### src/rtl/pwm_pkg.sv
package pwm_pkg;
  localparam int unsigned PWM_SEL_W    = 4;
  localparam int unsigned PWM_PRE_NUM  = 11;
  localparam logic [PWM_SEL_W-1:0] PWM_SEL_DIV_A = 4'd11;
  localparam logic [PWM_SEL_W-1:0] PWM_SEL_DIV_B = 4'd12;
  localparam int unsigned PWM_ARG_W    = 32;

  // Duty-region decision shared by both alignments.
  function automatic logic pwm_in_duty(input logic [PWM_ARG_W-1:0] cnt,
                                       input logic [PWM_ARG_W-1:0] duty,
                                       input logic [PWM_ARG_W-1:0] period,
                                       input logic center,
                                       input logic down);
    logic r;
    if (duty == '0)           r = 1'b1;
    else if (duty >= period)  r = 1'b0;
    else if (center && !down) r = (cnt > duty);
    else                      r = (cnt >= duty);
    return r;
  endfunction
endpackage

### src/rtl/pwm_lin_div.sv
module pwm_lin_div #(
  parameter int unsigned DIV_W = 8
) (
  input  logic             clk_i,
  input  logic             rst_ni,
  input  logic             en_i,
  input  logic [DIV_W-1:0] factor_i,
  output logic             tick_o
);
  logic [DIV_W-1:0] q;
  logic             at_end;

  assign at_end = (factor_i != '0) && (q >= factor_i - 1'b1);
  assign tick_o = en_i && at_end;

  always_ff @(posedge clk_i or negedge rst_ni) begin
    if (!rst_ni)                        q <= '0;
    else if (!en_i || factor_i == '0)   q <= '0;
    else if (at_end)                    q <= '0;
    else                                q <= q + 1'b1;
  end

  // a divider with factor 0 never ticks
  p_div_off_r2: assert property (@(posedge clk_i) disable iff (!rst_ni)
    (factor_i == '0) |=> (q == '0));
endmodule

### src/rtl/pwm_tick_gen.sv
module pwm_tick_gen
  import pwm_pkg::*;
#(
  parameter int unsigned DIV_W   = 8,
  parameter int unsigned PRE_NUM = PWM_PRE_NUM
) (
  input  logic                 clk_i,
  input  logic                 rst_ni,
  input  logic                 en_i,
  input  logic [PWM_SEL_W-1:0] sel_i,
  input  logic [DIV_W-1:0]     div_a_i,
  input  logic [DIV_W-1:0]     div_b_i,
  output logic                 tick_o
);
  localparam int unsigned PRE_W = (PRE_NUM > 1) ? PRE_NUM - 1 : 1;

  logic [PRE_W-1:0]   pre_q;
  logic [PRE_NUM-1:0] pre_tick;
  logic               tick_a, tick_b;

  always_ff @(posedge clk_i or negedge rst_ni) begin
    if (!rst_ni)     pre_q <= '0;
    else if (!en_i)  pre_q <= '0;
    else             pre_q <= pre_q + 1'b1;
  end

  // Stage k fires once every 2^k clocks.
  genvar k;
  generate
    for (k = 0; k < PRE_NUM; k++) begin : g_pre
      if (k == 0) begin : g_unit
        assign pre_tick[k] = en_i;
      end else begin : g_pow
        assign pre_tick[k] = en_i && (&pre_q[k-1:0]);
      end
    end
  endgenerate

  pwm_lin_div #(.DIV_W(DIV_W)) u_div_a (
    .clk_i(clk_i), .rst_ni(rst_ni), .en_i(en_i),
    .factor_i(div_a_i), .tick_o(tick_a));

  pwm_lin_div #(.DIV_W(DIV_W)) u_div_b (
    .clk_i(clk_i), .rst_ni(rst_ni), .en_i(en_i),
    .factor_i(div_b_i), .tick_o(tick_b));

  always_comb begin
    if (32'(sel_i) < PRE_NUM)        tick_o = pre_tick[sel_i];
    else if (sel_i == PWM_SEL_DIV_A) tick_o = tick_a;
    else if (sel_i == PWM_SEL_DIV_B) tick_o = tick_b;
    else                             tick_o = 1'b0;
  end

  // unused select codes give no tick
  p_sel_off_r2: assert property (@(posedge clk_i) disable iff (!rst_ni)
    (sel_i > PWM_SEL_DIV_B) |-> !tick_o);
  // the undivided code ticks on every enabled cycle
  p_sel_zero_r1: assert property (@(posedge clk_i) disable iff (!rst_ni)
    (en_i && sel_i == '0) |-> tick_o);
endmodule

### src/rtl/pwm_counter.sv
module pwm_counter #(
  parameter int unsigned CNT_W = 16
) (
  input  logic             clk_i,
  input  logic             rst_ni,
  input  logic             en_i,
  input  logic             tick_i,
  input  logic             center_i,
  input  logic [CNT_W-1:0] period_i,
  input  logic [CNT_W-1:0] duty_i,
  output logic [CNT_W-1:0] cnt_o,
  output logic             down_o,
  output logic             center_o,
  output logic [CNT_W-1:0] per_o,
  output logic [CNT_W-1:0] duty_o,
  output logic             load_o
);
  logic [CNT_W-1:0] cnt_q, cnt_n, per_s, duty_s;
  logic             down_q, down_n, center_s, load;

  always_comb begin
    cnt_n  = cnt_q;
    down_n = down_q;
    load   = 1'b0;
    if (!en_i) begin
      cnt_n = '0; down_n = 1'b0; load = 1'b1;
    end else if (tick_i) begin
      if (per_s == '0) begin
        cnt_n = '0; down_n = 1'b0; load = 1'b1;
      end else if (!center_s) begin
        if ({1'b0, cnt_q} + 1'b1 >= {1'b0, per_s}) begin
          cnt_n = '0; load = 1'b1;
        end else begin
          cnt_n = cnt_q + 1'b1;
        end
      end else if (!down_q) begin
        if (cnt_q >= per_s) begin
          if (per_s == CNT_W'(1)) begin
            cnt_n = '0; load = 1'b1;
          end else begin
            cnt_n = cnt_q - 1'b1; down_n = 1'b1;
          end
        end else begin
          cnt_n = cnt_q + 1'b1;
        end
      end else begin
        if (cnt_q <= CNT_W'(1)) begin
          cnt_n = '0; down_n = 1'b0; load = 1'b1;
        end else begin
          cnt_n = cnt_q - 1'b1;
        end
      end
    end
  end

  always_ff @(posedge clk_i or negedge rst_ni) begin
    if (!rst_ni) begin
      cnt_q <= '0; down_q <= 1'b0;
      per_s <= '0; duty_s <= '0; center_s <= 1'b0;
    end else begin
      cnt_q  <= cnt_n;
      down_q <= down_n;
      if (load) begin
        per_s    <= period_i;
        duty_s   <= duty_i;
        center_s <= center_i;
      end
    end
  end

  assign cnt_o    = cnt_q;
  assign down_o   = down_q;
  assign center_o = center_s;
  assign per_o    = per_s;
  assign duty_o   = duty_s;
  assign load_o   = load;

  // left-aligned count stays below the period
  p_left_range_r3: assert property (@(posedge clk_i) disable iff (!rst_ni)
    (en_i && !center_s && per_s != '0) |-> (cnt_q < per_s));
  // center-aligned count never exceeds the period
  p_center_range_r4: assert property (@(posedge clk_i) disable iff (!rst_ni)
    (en_i && center_s) |-> (cnt_q <= per_s));
  // shadows change only on a boundary
  p_shadow_hold_r6: assert property (@(posedge clk_i) disable iff (!rst_ni)
    (en_i && !load) |=> ($stable(per_s) && $stable(duty_s) && $stable(center_s)));
  // a disabled channel rests at zero counting up
  p_idle_zero_r7: assert property (@(posedge clk_i) disable iff (!rst_ni)
    !en_i |=> (cnt_q == '0 && !down_q));
  // no tick, no movement
  p_hold_r2: assert property (@(posedge clk_i) disable iff (!rst_ni)
    (en_i && !tick_i) |=> $stable(cnt_q));
endmodule

### src/rtl/pwm_compare.sv
module pwm_compare
  import pwm_pkg::*;
#(
  parameter int unsigned CNT_W = 16
) (
  input  logic             en_i,
  input  logic             pol_i,
  input  logic             center_i,
  input  logic             down_i,
  input  logic [CNT_W-1:0] cnt_i,
  input  logic [CNT_W-1:0] per_i,
  input  logic [CNT_W-1:0] duty_i,
  output logic             pwm_o
);
  logic in_duty;

  assign in_duty = pwm_in_duty(PWM_ARG_W'(cnt_i), PWM_ARG_W'(duty_i),
                               PWM_ARG_W'(per_i), center_i, down_i);
  assign pwm_o   = (en_i && in_duty) ? pol_i : ~pol_i;
endmodule

### src/rtl/pwm_channel.sv
module pwm_channel
  import pwm_pkg::*;
#(
  parameter int unsigned CNT_W = 16,
  parameter int unsigned DIV_W = 8
) (
  input  logic                 clk_i,
  input  logic                 rst_ni,
  input  logic                 en_i,
  input  logic                 center_i,
  input  logic                 pol_i,
  input  logic [PWM_SEL_W-1:0] clk_sel_i,
  input  logic [DIV_W-1:0]     div_a_i,
  input  logic [DIV_W-1:0]     div_b_i,
  input  logic [CNT_W-1:0]     period_i,
  input  logic [CNT_W-1:0]     duty_i,
  output logic                 pwm_o
);
  logic             tick;
  logic [CNT_W-1:0] cnt, per_s, duty_s;
  logic             down, center_s, boundary;

  pwm_tick_gen #(.DIV_W(DIV_W)) u_tick (
    .clk_i(clk_i), .rst_ni(rst_ni), .en_i(en_i), .sel_i(clk_sel_i),
    .div_a_i(div_a_i), .div_b_i(div_b_i), .tick_o(tick));

  pwm_counter #(.CNT_W(CNT_W)) u_cnt (
    .clk_i(clk_i), .rst_ni(rst_ni), .en_i(en_i), .tick_i(tick),
    .center_i(center_i), .period_i(period_i), .duty_i(duty_i),
    .cnt_o(cnt), .down_o(down), .center_o(center_s),
    .per_o(per_s), .duty_o(duty_s), .load_o(boundary));

  pwm_compare #(.CNT_W(CNT_W)) u_cmp (
    .en_i(en_i), .pol_i(pol_i), .center_i(center_s), .down_i(down),
    .cnt_i(cnt), .per_i(per_s), .duty_i(duty_s), .pwm_o(pwm_o));

  // a zero duty value keeps the output at the polarity level
  p_const_active_r5: assert property (@(posedge clk_i) disable iff (!rst_ni)
    (en_i && duty_s == '0) |-> (pwm_o == pol_i));
  // a duty value at or above the period keeps the output inactive
  p_const_idle_r5: assert property (@(posedge clk_i) disable iff (!rst_ni)
    (en_i && duty_s >= per_s) |-> (pwm_o == !pol_i));
endmodule

### config.mk
export PLATFORM = sky130hd
export DESIGN_NAME = pwm_channel
export DESIGN_NICKNAME = d
export VERILOG_FILES = /design/src/rtl/pwm_pkg.sv /design/src/rtl/pwm_lin_div.sv /design/src/rtl/pwm_tick_gen.sv /design/src/rtl/pwm_counter.sv /design/src/rtl/pwm_compare.sv /design/src/rtl/pwm_channel.sv
export SDC_FILE = /design/constraint.sdc
export NUM_CORES = 1
export LEC_CHECK = 0
export BUFFER_PORTS_ARGS = -buffer_cell sky130_fd_sc_hd__buf_2
export CAP_MARGIN = 20
export CORE_ASPECT_RATIO = 1.25
export CORE_MARGIN = 2
export CORE_UTILIZATION = 65
export DETAILED_ROUTE_END_ITERATION = 10
export HOLD_SLACK_MARGIN = 0.08
export PLACE_DENSITY = 0.92
export SYNTH_ARGS = -nofsm -noshare
export SYNTH_HDL_FRONTEND = slang
export SYNTH_SLANG_ARGS = --single-unit
### constraint.sdc
create_clock -name clk_i -period 11.3 [get_ports clk_i]
set_clock_uncertainty 0.2 [all_clocks]
set_input_delay 1.695 -clock clk_i [delete_from_list [all_inputs] [get_ports clk_i]]
set_output_delay 1.695 -clock clk_i [all_outputs]
set_load 0.05 [all_outputs]
# ---- Yosys cells after proc, flatten, opt, wreduce, memory -nomap -nowiden
# Index checks and enable logic that the tools add are counted.
# Widths: inputs -> output; s select.
dict set report totals {
  out_inout_bits 1
  ff_bits 76
}
dict set report op_classes {
  n_reduce_logical 36
  order_cmp 10
  n_mux 40
  n_eq_ne 5
  add_sub_neg 8
  bitwise_logic 1
}
# operator n
set op_table {}
lappend op_table {{$mux 16} 9}
lappend op_table {{$ge 16x16->1} 3}
lappend op_table {{$logic_not 16->1} 2}
lappend op_table {{$mux 8} 4}
lappend op_table {{$mux 1} 25}
lappend op_table {{$add 16x1->17 const B} 1}
lappend op_table {{$ge 17x16->1} 1}
lappend op_table {{$add 16x1->16 const B} 1}
lappend op_table {{$add 8x1->8 const B} 2}
lappend op_table {{$eq 16x1->1 const B} 1}
lappend op_table {{$ge 8x8->1} 2}
lappend op_table {{$gt 16x16->1} 1}
lappend op_table {{$le 16x1->1 const B} 1}
lappend op_table {{$logic_and 1x1->1} 16}
lappend op_table {{$logic_not 8->1} 2}
lappend op_table {{$reduce_bool 8->1} 2}
lappend op_table {{$sub 16x1->16 const B} 1}
lappend op_table {{$sub 8x1->8 const B} 2}
lappend op_table {{$add 10x1->10 const B} 1}
lappend op_table {{$mux 10} 1}
lappend op_table {{$reduce_and 10->1} 1}
lappend op_table {{$reduce_and 9->1} 1}
lappend op_table {{$eq 4x4->1 const B} 2}
lappend op_table {{$reduce_and 8->1} 1}
lappend op_table {{14 further kinds} 17}

# ---- Logic depth before layout (Yosys ltp)
# Gate-level depths: netlist of run 1.
dict set report logic_depth {
  ltp_word 9
  depth_mapped 15
  ltp_nobuf 13
}

# ---- Modules after synthesis
# From an unflattened synthesis of run 1, not the netlist that was laid out.
dict set report unflattened {
  cells_unflattened 712
  hier_area_um2 6683.9
}
# mod area_each_um2 n_inst seq_area_each_um2 cells_per_inst
set by_module_without_submodules {}
lappend by_module_without_submodules {pwm_counter 3758.6 1 1251.2 375}
lappend by_module_without_submodules {pwm_lin_div 703.2 2 200.2 74}
lappend by_module_without_submodules {pwm_compare 918.4 1 0.0 129}
lappend by_module_without_submodules {pwm_tick_gen 600.6 1 250.2 60}

# ---- Worst setup path after synthesis of run 1
# No wires, ideal clock.
dict set report synth_timing {
  path_kind {input to register}
  startpoint {input div_a_i[0]}
  endpoint {register u_cnt.duty_s[13] (netlist: u_cnt.duty_o[13])}
  setup_ns 0.127
  path_slack_ns 6.679
  path_buffers 1
  cell_stages 13
  required_time_ns 10.973
  arrival_ns 4.293
  cell_sequence {inv_1 ha_1 inv_1 or3_1 xor2_1 ha_1 a21o_1 a31oi_1 o2111ai_1 a22oi_1 a21oi_4 buf_6 mux2_1}
}
dict set report synth_via {
  elab_chain_cells 8
}
# item line
set synth_lines {}
lappend synth_lines {{start: declaration} pwm_channel.sv:13} ;# input logic [DIV_W-1:0] div_a_i,
lappend synth_lines {{$sub 8x1->8} pwm_lin_div.sv:13} ;# assign at_end = (factor_i != '0) && (q >= factor_i - 1'b1);
lappend synth_lines {{$ge 8x8->1} pwm_lin_div.sv:13}
lappend synth_lines {{$logic_and 1x1->1 *} pwm_lin_div.sv:13}
lappend synth_lines {{$logic_and 1x1->1 *} pwm_lin_div.sv:14} ;# assign tick_o = en_i && at_end;
lappend synth_lines {{$mux 1 *} pwm_tick_gen.sv:49} ;# else if (sel_i == PWM_SEL_DIV_A) tick_o = tick_a;
lappend synth_lines {{$mux 1 *} pwm_tick_gen.sv:48} ;# if (32'(sel_i) < PRE_NUM) tick_o = pre_tick[sel_i];
lappend synth_lines {{$mux 1 *} pwm_counter.sv:27} ;# end else if (tick_i) begin
lappend synth_lines {{$mux 1 *} pwm_counter.sv:25} ;# if (!en_i) begin
lappend synth_lines {{end signal: assignment} pwm_counter.sv:65} ;# duty_s <= duty_i;
lappend synth_lines {{end: declaration} pwm_counter.sv:18} ;# logic [CNT_W-1:0] cnt_q, cnt_n, per_s, duty_s;
# Mark *: on every way between the ends. The rest lies on a longest branch, timed or not.
# A chain may end at the register's enable or synchronous reset.

# ---- Worst setup path in the final report of run 1
dict set report layout_timing {
  startpoint {input div_b_i[3]}
  endpoint {register u_cnt.per_s[1] (netlist: u_cnt.per_o[1])}
}
dict set report layout_via {
  elab_chain_cells 9
}
# item line
set layout_lines {}
lappend layout_lines {{start: declaration} pwm_channel.sv:14} ;# input logic [DIV_W-1:0] div_b_i,
lappend layout_lines {{$sub 8x1->8} pwm_lin_div.sv:13}
lappend layout_lines {{$ge 8x8->1} pwm_lin_div.sv:13}
lappend layout_lines {{$logic_and 1x1->1 *} pwm_lin_div.sv:13}
lappend layout_lines {{$logic_and 1x1->1 *} pwm_lin_div.sv:14}
lappend layout_lines {{$mux 1 *} pwm_tick_gen.sv:50} ;# else if (sel_i == PWM_SEL_DIV_B) tick_o = tick_b;
lappend layout_lines {{$mux 1 *} pwm_tick_gen.sv:49}
lappend layout_lines {{$mux 1 *} pwm_tick_gen.sv:48}
lappend layout_lines {{$mux 1 *} pwm_counter.sv:27}
lappend layout_lines {{$mux 1 *} pwm_counter.sv:25}
lappend layout_lines {{end signal: assignment} pwm_counter.sv:64} ;# per_s <= period_i;
lappend layout_lines {{end: declaration} pwm_counter.sv:18}
# Marks and branches as above.

==> summary.txt, run 1 <==
Status
  – Status: complete, no violations

CTS
  – Worst skew pair latency: ~0.34 ns
  – CTS tree: done
  – Max H-tree Level: 3
  – Number of post-CTS setup repair buffers: 0
  – Clock sinks: 76
  – Cts hold-fix bufs: 0
  – Post-CTS Resized: 0
  – Clk slew on worst S/H paths: approximately 0.06 ns
  – Clock buffer depth: 2
  – Clock Tree Root: clkbuf_16
  – Num CTS Buffers: 9

Timing
  – # setup viols final: 0
  – Slew @ Worst Pin: around 1.1 ns
  – Slew margin rel.: about 28%
  – Fmax: around 0.19 GHz
  – Post-route minimum period: 5.219 ns
  – Final Hold Viols: 0
  – Setup TNS: 0 ns
  – Final slew viol count: 0
  – Final period utilization: between 40% and 50%
  – Unrepaired setup endpoints after global routing: false

Die
  – Num ports: 58
  – Die H: 115.3 µm
  – Die W: 93.04 µm
  – Row count: 40
  – Die area: 10730 µm²
  – Core area: slightly below 10000 µm²
  – Starting Density: around 67%

Synthesis
  – Synthesized flop and latch total: 76
  – Ys flop type: dfrtp_1
  – Cell variety after synth: 58
  – Ys async rst share: between 90% and 100%
  – Top cells by area, synth: dfrtp_1 (30%), ha_1 (18%), mux2_2 (5.2%), xor2_1 (3.5%), nor2_1 (3.3%)
  – Gate Count Post-Synth: 727
  – Synth area leader: dfrtp_1
  – Syn Area/Cell: just under 9 µm²
  – Commonest cells post-synth: ha_1 (93), dfrtp_1 (76), nor2_1 (57)
  – Syn. warnings: 0
  – Sequential area share after synthesis: just under 30%
  – Post-Synthesis Cell Area: approximately 6400 µm²
  – Most numerous cell in the Yosys netlist: ha_1
  – Post-synth EDFFs: 0
  – Post-synth top area share: 29.53%
  – Syn nets: 877

Detailed routing
  – DR iter-0 viols: around 370
  – Avg WL per Cell: roughly 19 µm
  – Routed Antenna Nets: 0
  – TritonRoute pass-1 iters: 5
  – Drt drc: 0
  – Final wirelength: between 15000 and 20000 µm
  – Total number of vias: slightly below 6000
  – Vias per cell: between 6 and 7

Pwr
  – P_int: approximately 900 µW
  – Gate power share: 47.8%
  – P_sw: around 680 µW
  – Sw frac: a little over two fifths
  – VDD IR max: ~0.11 mV
  – Power Dens Cells: between 200 and 250 nW/µm²
  – Lkg Pwr: ~0.0035 µW
  – Reg power frac: 30.1%
  – Clock share of power: between 20% and 30%

Global routing
  – Initial antenna violation count: 0
  – Total gr overflow: 0
  – Number of global-route vias before repair: 6144
  – Gr usage total: between 30% and 40%
  – Global-route wire length before repair: ~29000 µm
  – Largest net degree at the start of global routing: 77

Critical path
  – Worst path cell trace: buf_2, nor4_1, nor2b_1, nand2_1, xnor2_1, ha_1, nand2_1, nor3_1, a21oi_1, o211ai_1, a22oi_1, buf_4, a21oi_4, mux2_2
  – Critical Path Max Stage Delay: roughly 0.85 ns
  – Worst R2R Start: u_cnt.cnt_o[1]$_DFFE_PN0P_
  – Worst EP required: ~11 ns
  – Data arrival, critical path: about 5.3 ns
  – Startpoint Class: input pin
  – Worst setup path startpoint: div_b_i[3]
  – CP Capture Type: flip-flop
  – Setup Crit Path Kind: in2reg
  – Slowest CP cell: a21oi_4
  – CP Max Fanout: 33
  – Cell family contributing the most delay on the critical path: compound AO/OA/AOI/OAI gates
  – Critical path buffers and inverters: 2
  – CP dominant cell by count: nand2_1

Place
  – I/O Buffers: 57
  – Detailed placer's ending HPWL: ~13000 µm
  – GPL Wtd Cong: 0.9086

Run
  – Max-cap violations: 0

Finish
  – P&R area growth vs syn: 10.98%
  – Post-route core utilization: 74.39%
  – Layout cells sized above 1: between 10% and 20%
  – Final nets: between 900 and 1000
  – Antenna diodes: 0

Min path
  – Min-Delay Path Class: reg2reg
  – HP Start: u_tick.pre_q[0]$_DFF_PN0_
[logic make-up after synthesis]
group,synth area share [%]
fa+ha+maj,18.07
flops,29.53
xor+xnor,6.391
compound gates,14.90
simple gates,20.05
buf+inv,4.817
mux,6.255
[path summary, 6_finish.rpt]
path / to / slack [ns] / cells after the start
max: u_cnt.per_o[1]$_DFFE_PN0P_ / 6.08 / 14
min: u_tick.pre_q[0]$_DFF_PN0_ / 0.31 / 1
max reg2reg: u_cnt.per_o[1]$_DFFE_PN0P_ / 6.40 / 13
min reg2reg: u_tick.pre_q[0]$_DFF_PN0_ / 0.31 / 1
max in group asynchronous: u_cnt.cnt_o[10]$_DFFE_PN0P_ / 8.95 / 1
min in group asynchronous: u_cnt.cnt_o[2]$_DFFE_PN0P_ / 1.30 / 1
[area by class of cell]
class                           count  area (µm²)
Sequential cell                    76        1902
Fill cell                         661        2461
Clock buffer                       10       229.0
Timing Repair Buffer               60       310.3
Clock inverter                      6       118.9
Tap cell                          126       157.7
Multi-Input combinational cell    575        4235
Inverter                           52       195.2
[metrics by stage]
step                      cells  area (µm²)  setup WS (ns)  hold WS, ns  power [µW]
after floorplan             727        6441          6.679       0.2508       972.3
after global placement      888        6793          5.991       0.2800        1119
after detailed placement    888        6793          5.769       0.2961        1174
after CTS                   904        7141          6.112       0.3063        1534
after global routing        905        7148          5.793       0.3282        1661
final                       905        7148          6.081       0.3056        1562
[per-layer routing]
metal	track usage (%)	part of all wire [%]	routed length, µm	vias to the layer above
li1	-	-	-	2732
met1	37.80	37	6554	2791
met2	59.13	50	8805	300
met3	6.619	6.7	1176	89
met4	24.02	6.2	1100	0
met5	0	0	0	-
[registers in the layout, summed over array words and instances (netlist names)]
name / count
u_cnt.down_o: 1
u_tick.u_div_b.q: 8
u_tick.u_div_a.q: 8
u_cnt.center_o: 1
u_cnt.cnt_o: 16
u_tick.pre_q: 10
u_cnt.duty_o: 16
u_cnt.per_o: 16
[layout by cell type, fill, tap and decap left out, types with 14 or more instances in the layout]
master | netlist | routed
nor4_1 | 16 | 16
mux2_2 | 30 | 30
buf_2 | 2 | 56
inv_1 | 52 | 52
xnor2_1 | 21 | 21
nand3_1 | 30 | 30
ha_1 | 93 | 93
a21oi_1 | 37 | 37
nand2_1 | 53 | 53
nor3_1 | 18 | 18
nand4_1 | 16 | 16
dfrtp_1 | 76 | 76
o21ai_0 | 37 | 37
nor2_1 | 57 | 57
xor2_1 | 26 | 26
a21o_1 | 14 | 14
[power by group through the flow]
stage | clock [µW] | sequential (µW) | combinational (µW)
4_1_cts | 346 | 463 | 725
3_3_place_gp | 0 | 463 | 656
6_report | 345 | 470 | 746
5_1_grt | 354 | 479 | 828
2_1_floorplan | 0 | 403 | 570
3_5_place_dp | 0 | 467 | 706
Note: power is estimated with default switching activity, not from simulation.
==> inputs of run 2 (changes only) <==
--- a/config.mk
+++ b/config.mk
@@ -5,14 +5,15 @@
 export SDC_FILE = /design/constraint.sdc
 export NUM_CORES = 1
 export LEC_CHECK = 0
+export ABC_AREA = 1
 export BUFFER_PORTS_ARGS = -buffer_cell sky130_fd_sc_hd__buf_2
 export CAP_MARGIN = 20
 export CORE_ASPECT_RATIO = 1.25
 export CORE_MARGIN = 2
-export CORE_UTILIZATION = 65
+export CORE_UTILIZATION = 56
 export DETAILED_ROUTE_END_ITERATION = 10
 export HOLD_SLACK_MARGIN = 0.08
-export PLACE_DENSITY = 0.92
+export PLACE_DENSITY = 0.84
 export SYNTH_ARGS = -nofsm -noshare
 export SYNTH_HDL_FRONTEND = slang
 export SYNTH_SLANG_ARGS = --single-unit
==> constraint.sdc (replaced) <==
create_clock -name clk_i -period 4.26 [get_ports clk_i]
set_clock_uncertainty 0.2 [all_clocks]
set_input_delay 0.639 -clock clk_i [delete_from_list [all_inputs] [get_ports clk_i]]
set_output_delay 0.639 -clock clk_i [all_outputs]
set_load 0.05 [all_outputs]
==> run 2 against run 1 <==
Sequential share of layout area is 3.0 points lower. Setup slack worse by 5.6 ns. Design area is 13% higher. Via count is 25% higher. Non-clock buffer count is 7 higher. Critical path depth is 2 lower. Die area is 31% higher. Sequential cell count stayed put. Register-to-register slack worse by 5.8 ns. Sequential power grew to 2.8 times the previous value. Clock power grew to 2.6 times the previous value. Largest power group unchanged.
==> summary.txt, run 2 <==
Die
  – Die H: 131.8 µm (+14%)
  – Die W: 106.3 µm (+14%)
  – Core area: 12720 µm² (+32%)
  – Num ports: 58 (unchanged)
  – Die area: 14000 µm² (+31%)
  – Starting Density: 57.53% (-9.5 points)
  – Row count: 46 (+15%)

Detailed routing
  – DR iter-0 viols: 479 (+30%)
  – Top sig layer: met4
  – Wire length on met3: 1148 µm (-2.4%)
  – Met2 WL: 9842 µm (+12%)
  – Drt drc: 0 (unchanged)
  – Total number of vias: 7374 (+25%)
  – Final wirelength: 19590 µm (+11%)
  – Avg WL per Cell: 14.83 µm (-24%)
  – Met1 Routed Length: 7757 µm (+18%)
  – Routed Antenna Nets: 0 (unchanged)
  – Vias per cell: 5.582 (-15%)
  – TritonRoute pass-1 iters: 5 (unchanged)

Timing
  – Slew @ Worst Pin: 0.9663 ns (-0.1127 ns)
  – Slew margin rel.: 35.58% (+7.7 points)
  – # setup viols final: 0 (unchanged)
  – Post-route minimum period: between 3 and 4 ns
  – Final period utilization: roughly nine tenths
  – Final slew viol count: 0 (unchanged)
  – Fmax: approximately 0.27 GHz
  – Unrepaired setup endpoints after global routing: false
  – Final Hold Viols: 0 (unchanged)
  – Setup TNS: 0 ns (unchanged)

Critical path
  – CP Max Fanout: 9 (-73%)
  – Data arrival, critical path: 2.93 ns (-2.32 ns)
  – Worst Reg2Reg Path Length in Cells: 23 (+10)
  – Worst EP required: 3.42 ns (-7.91 ns)
  – Setup Crit Path Kind: reg2out
  – Startpoint Class: flip-flop
  – CP Capture Type: output port

Pwr
  – VDD IR max: 0.3242 mV (+190%)
  – Power Dens Cells: 701.5 nW/µm² (+220%)
  – Lkg Pwr: 0.004689 µW (+36%)

Finish
  – Layout cells sized above 1: 9.540% (-5.1 points)
  – Commonest non-fill, non-tap cells in the layout: nand2_1 (368), nand3_1 (129), inv_1 (127), ha_1 (93), nor2_1 (79)
  – Non-Filler Instances: 1321 (+46%)
  – Commonest non-fill, non-tap cell in the layout: nand2_1
  – P&R area growth vs syn: 10.14%
  – Final nets: 1298 (+40%)
  – Antenna diodes: 0 (unchanged)

Synthesis
  – Post-synth EDFFs: 0 (unchanged)
  – Synth area leader: dfrtp_1
  – Synthesized flop and latch total: 76 (unchanged)
  – Most numerous cell in the Yosys netlist: nand2_1
  – Ys async rst share: 100.0% (unchanged)
  – Cell variety after synth: 41 (-29%)
  – Gate Count Post-Synth: 1102 (+52%)
  – Top cells by area, synth: dfrtp_1 (26%), nand2_1 (19%), ha_1 (16%), nand3_1 (8.8%), inv_1 (6.5%)
  – Post-synth top area share: 25.99% (-3.5 points)
  – Commonest cells post-synth: nand2_1 (368), nand3_1 (129), inv_1 (127)
  – Syn Area/Cell: 6.641 µm² (-25%)
  – Syn. warnings: 0 (unchanged)
  – Sequential area share after synthesis: 25.99% (-3.5 points)
  – Post-Synthesis Cell Area: 7318 µm² (+14%)
  – Syn nets: 1252 (+43%)
  – Ys flop type: dfrtp_1

CTS
  – Post-CTS Resized: 0 (unchanged)
  – Clock sinks: 76 (unchanged)
  – Clk slew on worst S/H paths: 0.06 ns (about the same)
  – Worst skew pair latency: 0.34 ns (about the same)
  – Num CTS Buffers: 9 (unchanged)
  – Cts hold-fix bufs: 0 (unchanged)
  – Max H-tree Level: 3 (unchanged)
  – Clock buffer depth: 2 (unchanged)
  – Number of post-CTS setup repair buffers: 0 (unchanged)
  – CTS tree: done
  – Clock Tree Root: clkbuf_16

Global routing
  – Initial antenna violation count: 0 (unchanged)
  – Gr usage total: 28.79% (-5.5 points)
  – Global-route wire length before repair: 32620 µm (+14%)
  – Largest net degree at the start of global routing: 77 (unchanged)
  – Number of global-route vias before repair: 7115 (+16%)
  – Total gr overflow: 0 (unchanged)

Place
  – I/O Buffers: 57 (unchanged)
  – Placed cell count: 1305 (+47%)
  – Detailed placer's ending HPWL: 14840 µm (+16%)
  – GPL Wtd Cong: 0.9742 (+7.2%)

Min path
  – Min-Delay Path Class: in2async

Status
  – Status: complete, no violations

Run
  – Max-cap violations: 0 (unchanged)
==> run 2: cell count changes after synthesis, moves of 11 or more <==
cell	change
nand3_1	+99
nand2_1	+315
nand2b_1	-12
o21ai_0	-12
buf_2	+11
inv_1	+75
mux2_2	-30
nor2_1	+22
nor4_1	-11
xnor2_1	-15
==> run 2: critical path: stages (launching register included) <==
cell     delay, ns
dfrtp_1       0.52
ha_1          0.37
nand2_1       0.05
nor2_1        0.15
nand4_1       0.18
nor3_1        0.28
nor2_1        0.08
nand2_1       0.09
nand2_1       0.06
o21ai_0       0.36
nand3_1       0.12
nand2_1       0.08
buf_2         0.25
==> run 2: cell type report <==
class,count,area [µm²]
tap,168,210.2
inverter,136,510.5
multi-input combinational,858,4727
sequential,76,1902
fill,1154,4659
timing repair buffer,67,362.8
clock inverter,6,118.9
clock buffer,10,229.0
==> run 2: final timing paths <==
kind | slack [ns] | startpoint | end
setup / recovery | 0.49 | u_cnt.cnt_o[13]$_DFFE_PN0P_ | pwm_o
setup reg to reg | 0.56 | u_cnt.cnt_o[2]$_DFFE_PN0P_ | u_cnt.per_o[8]$_DFFE_PN0P_
hold / removal | 0.24 | rst_ni | u_tick.u_div_a.q[1]$_DFF_PN0_
min in group clk_i | 0.27 | u_cnt.per_o[11]$_DFFE_PN0P_ | u_cnt.per_o[11]$_DFFE_PN0P_
hold reg to reg | 0.27 | u_cnt.per_o[11]$_DFFE_PN0P_ | u_cnt.per_o[11]$_DFFE_PN0P_
max in group asynchronous | 2.98 | rst_ni | u_cnt.cnt_o[0]$_DFFE_PN0P_
==> run 2: cell families after synthesis <==
group | count (synthesis) | share of synthesized area [%]
buffers and inverters | 168 | 9.420
and+or+nand+nor | 642 | 37.87
DFF | 76 | 25.99
adders and majority gates | 93 | 15.90
xor gates and xnor gates | 38 | 4.548
AOI/OAI and AO/OA | 85 | 6.275
==> run 2: where the power goes <==
group | internal (µW) | leakage (µW) | switching (µW)
logic | 1240 | 0.00353 | 2200
clock network | 580 | 0.000169 | 317
registers | 939 | 0.000991 | 377
total | 2760 | 0.00469 | 2900
==> run 2: routing by layer <==
layer | vias up | global-route usage (%)
met5 | - | 0
met1 | 3382 | 34.40
met4 | 0 | 14.25
li1 | 3647 | -
met3 | 73 | 3.411
met2 | 272 | 50.68
==> run 2: metrics by stage <==
| stage | worst slack, ns | util [%] | power, µW | area, µm² | hold WS, ns |
|---|---|---|---|---|---|
| after detailed placement | 0.6447 | 60.63 | 4690 | 7712 | 0.2584 |
| after floorplan | 1.292 | - | 3868 | 7318 | 0.1434 |
| after global placement | 0.7305 | 60.63 | 4583 | 7712 | 0.2558 |
| after CTS | 0.5615 | 63.37 | 5624 | 8060 | 0.2750 |
| final | 0.4922 | 63.37 | 5654 | 8060 | 0.2424 |
| after global routing | 0.2563 | 63.37 | 6222 | 8060 | 0.2989 |
==> inputs of run 3 (changes only) <==
--- a/config.mk
+++ b/config.mk
@@ -13,7 +13,7 @@
 export CORE_UTILIZATION = 56
 export DETAILED_ROUTE_END_ITERATION = 10
 export HOLD_SLACK_MARGIN = 0.08
-export PLACE_DENSITY = 0.84
+export PLACE_DENSITY = 0.78
 export SYNTH_ARGS = -nofsm -noshare
 export SYNTH_HDL_FRONTEND = slang
 export SYNTH_SLANG_ARGS = --single-unit
==> constraint.sdc (replaced) <==
create_clock -name clk_i -period 4.26 [get_ports clk_i]
set_clock_uncertainty 0.2 [all_clocks]
set_input_delay 0.213 -clock clk_i [delete_from_list [all_inputs] [get_ports clk_i]]
set_output_delay 0.213 -clock clk_i [all_outputs]
set_load 0.05 [all_outputs]
==> run 3 against run 2 <==
Register-to-register slack got worse by 0.099 ns. First-iteration DRC count decreased by 15%. Routed wire length increased by 2.3%. Hold slack got worse by 0.15 ns. Critical path depth increased by 11. Non-clock buffer count increased by 38. Design area increased by 4.4%. Sequential share of layout area decreased by 0.99 points. Combinational power increased by 2%. Sequential cell count unchanged. Largest power group unchanged.
==> summary.txt, run 3 (synthesized netlist as in run 2, its figures left out) <==
Timing
  – Final period utilization: 89.19% (+0.74 points)
  – Final WS setup: 0.4607 ns (-0.03152 ns)
  – Post-route minimum period: 3.799 ns (+0.03152 ns)
  – Final Hold Viols: 0 (unchanged)
  – Slew margin rel.: 54.01% (+18 points)
  – Unrepaired setup endpoints after global routing: false
  – Slew @ Worst Pin: 0.6898 ns (-0.2765 ns)
  – Fmax: 0.2632 GHz (-0.83%)
  – # setup viols final: 0 (unchanged)
  – Final slew viol count: 0 (unchanged)
  – Setup TNS: 0 ns (unchanged)

Detailed routing
  – Final wirelength: 20050 µm (+2.3%)
  – TritonRoute pass-1 iters: 7 (+2)
  – Total number of vias: 7386 (+0.16%)
  – Drt drc: 0 (unchanged)
  – DR iter-0 viols: 405 (-15%)
  – Vias per cell: 5.439 (-2.6%)
  – Avg WL per Cell: 14.76 µm (-0.46%)
  – Routed Antenna Nets: 0 (unchanged)

Place
  – Placed cell count: 1307 (+0.15%)
  – Detailed placer's ending HPWL: 14550 µm (-2.0%)
  – GPL Wtd Cong: 0.9635 (-1.1%)
  – Pre-CTS setup slack: 0.5503 ns (-0.09438 ns)
  – I/O Buffers: 57 (unchanged)

Critical path
  – CP Max Fanout: 35 (+26)
  – Startpoint Class: flip-flop
  – Worst EP required: 4.29 ns (+0.87 ns)
  – Setup Crit Path Kind: reg2reg
  – Data arrival, critical path: 3.83 ns (+0.90 ns)
  – Worst R2R Start: u_cnt.cnt_o[2]$_DFFE_PN0P_
  – CP Capture Type: flip-flop
  – Worst setup path startpoint: u_cnt.cnt_o[2]$_DFFE_PN0P_

Finish
  – Final nets: 1336 (+2.9%)
  – Antenna diodes: 0 (unchanged)
  – FILL cells: 1115 (-3.4%)
  – P&R area growth vs syn: 14.98%
  – Layout cells sized above 1: 9.496% (-0.045 points)
  – Non-Filler Instances: 1358 (+2.8%)
  – Commonest non-fill, non-tap cell in the layout: nand2_1
  – Commonest non-fill, non-tap cells in the layout: nand2_1 (368), nand3_1 (129), inv_1 (127), ha_1 (93), nor2_1 (79)

Die
  – Die W: 106.3 µm (unchanged)
  – Die area: 14000 µm² (unchanged)
  – Core area: 12720 µm² (unchanged)
  – Num ports: 58 (unchanged)
  – Row count: 46 (unchanged)
  – Starting Density: 57.53% (unchanged)
  – Die H: 131.8 µm (unchanged)

CTS
  – Clock sinks: 76 (unchanged)
  – Clk slew on worst S/H paths: 0.06 ns (about the same)
  – Max H-tree Level: 3 (unchanged)
  – Num CTS Buffers: 9 (unchanged)
  – Number of post-CTS setup repair buffers: 0 (unchanged)
  – Post-CTS Resized: 0 (unchanged)
  – Clock buffer depth: 2 (unchanged)
  – Worst skew pair latency: 0.34 ns (about the same)
  – CTS tree: done
  – Clock Tree Root: clkbuf_16
  – Cts hold-fix bufs: 35 (+35)

Pwr
  – Power Dens Cells: 665.5 nW/µm² (-5.1%)
  – Lkg Pwr: 0.004841 µW (+3.2%)
  – VDD IR max: 0.3508 mV (+8.2%)

Status
  – Status: complete, no violations

Global routing
  – Initial antenna violation count: 0 (unchanged)
  – Total gr overflow: 0 (unchanged)
  – Global-route wire length before repair: 33510 µm (+2.7%)
  – Number of global-route vias before repair: 7122 (+0.098%)
  – Gr usage total: 29.62% (+0.83 points)
  – Largest net degree at the start of global routing: 77 (unchanged)

Min path
  – Min-Delay Path Class: in2async

Run
  – Max-cap violations: 0 (unchanged)
-- run 3: per-stage QoR --
step	instance area (µm²)	util (%)	hold slack (ns)	power (µW)
after floorplan	7318	-	-0.2826	3868
after global placement	7727	60.75	0.2365	4624
after detailed placement	7727	60.75	0.2390	4707
after CTS	8387	65.94	0.2746	5550
after global routing	8414	66.15	0.1106	6175
final	8414	66.15	0.08821	5600
-- run 3: path summary, 6_finish.rpt --
| path | to | slack (ns) | cells past startpoint |
|---|---|---|---|
| min in group clk_i | u_cnt.per_o[11]$_DFFE_PN0P_ | 0.27 | 2 |
| min reg2reg | u_cnt.per_o[11]$_DFFE_PN0P_ | 0.27 | 2 |
| min | u_cnt.down_o$_DFFE_PN0P_ | 0.09 | 2 |
| max in group asynchronous | u_cnt.per_o[4]$_DFFE_PN0P_ | 3.18 | 3 |
| max reg2reg | u_cnt.per_o[5]$_DFFE_PN0P_ | 0.46 | 23 |
| max | u_cnt.per_o[5]$_DFFE_PN0P_ | 0.46 | 23 |
-- run 3: critical path, cell delays in order (launching register included) --
cell     delay [ns]
dfrtp_1        0.54
nand3_1        0.16
nor2_1         0.37
nand2_1        0.17
nor2_1         0.16
nand2_1        0.06
nand2_1        0.09
inv_1          0.06
ha_1           0.26
nand2_1        0.05
inv_1          0.06
nand2_1        0.07
nor2_1         0.14
a21oi_1        0.08
nand2_1        0.06
nand2_1        0.04
nand2_1        0.05
nand2_1        0.06
nand2_1        0.08
nand2_2        0.08
nand2_4        0.30
nand2_4        0.30
nand2_1        0.16
nand2_1        0.07
-- run 3: area by class of cell --
class                           instances  area, µm²  share of cell area [%]
Clock inverter                          4      56.30                  0.6691
Clock buffer                           11      252.7                   3.004
Timing Repair Buffer                  105      755.7                   8.981
Inverter                              136      510.5                   6.067
Tap cell                              168      210.2                   2.498
Multi-Input combinational cell        858       4727                   56.18
Sequential cell                        76       1902                   22.60
-- run 3: report_power, final --
part,internal (µW),switching [µW]
sequential,940,351
clock,488,315
combinational,1280,2230
-- run 3: metal layers --
layer | routed length (µm) | GRT usage (%) | vias to the layer above
met1 | 8385 | 36.97 | 3344
li1 | - | - | 3712
met2 | 9685 | 50.75 | 266
met5 | 0 | 0 | -
met4 | 758 | 13.30 | 0
met3 | 1220 | 3.856 | 64
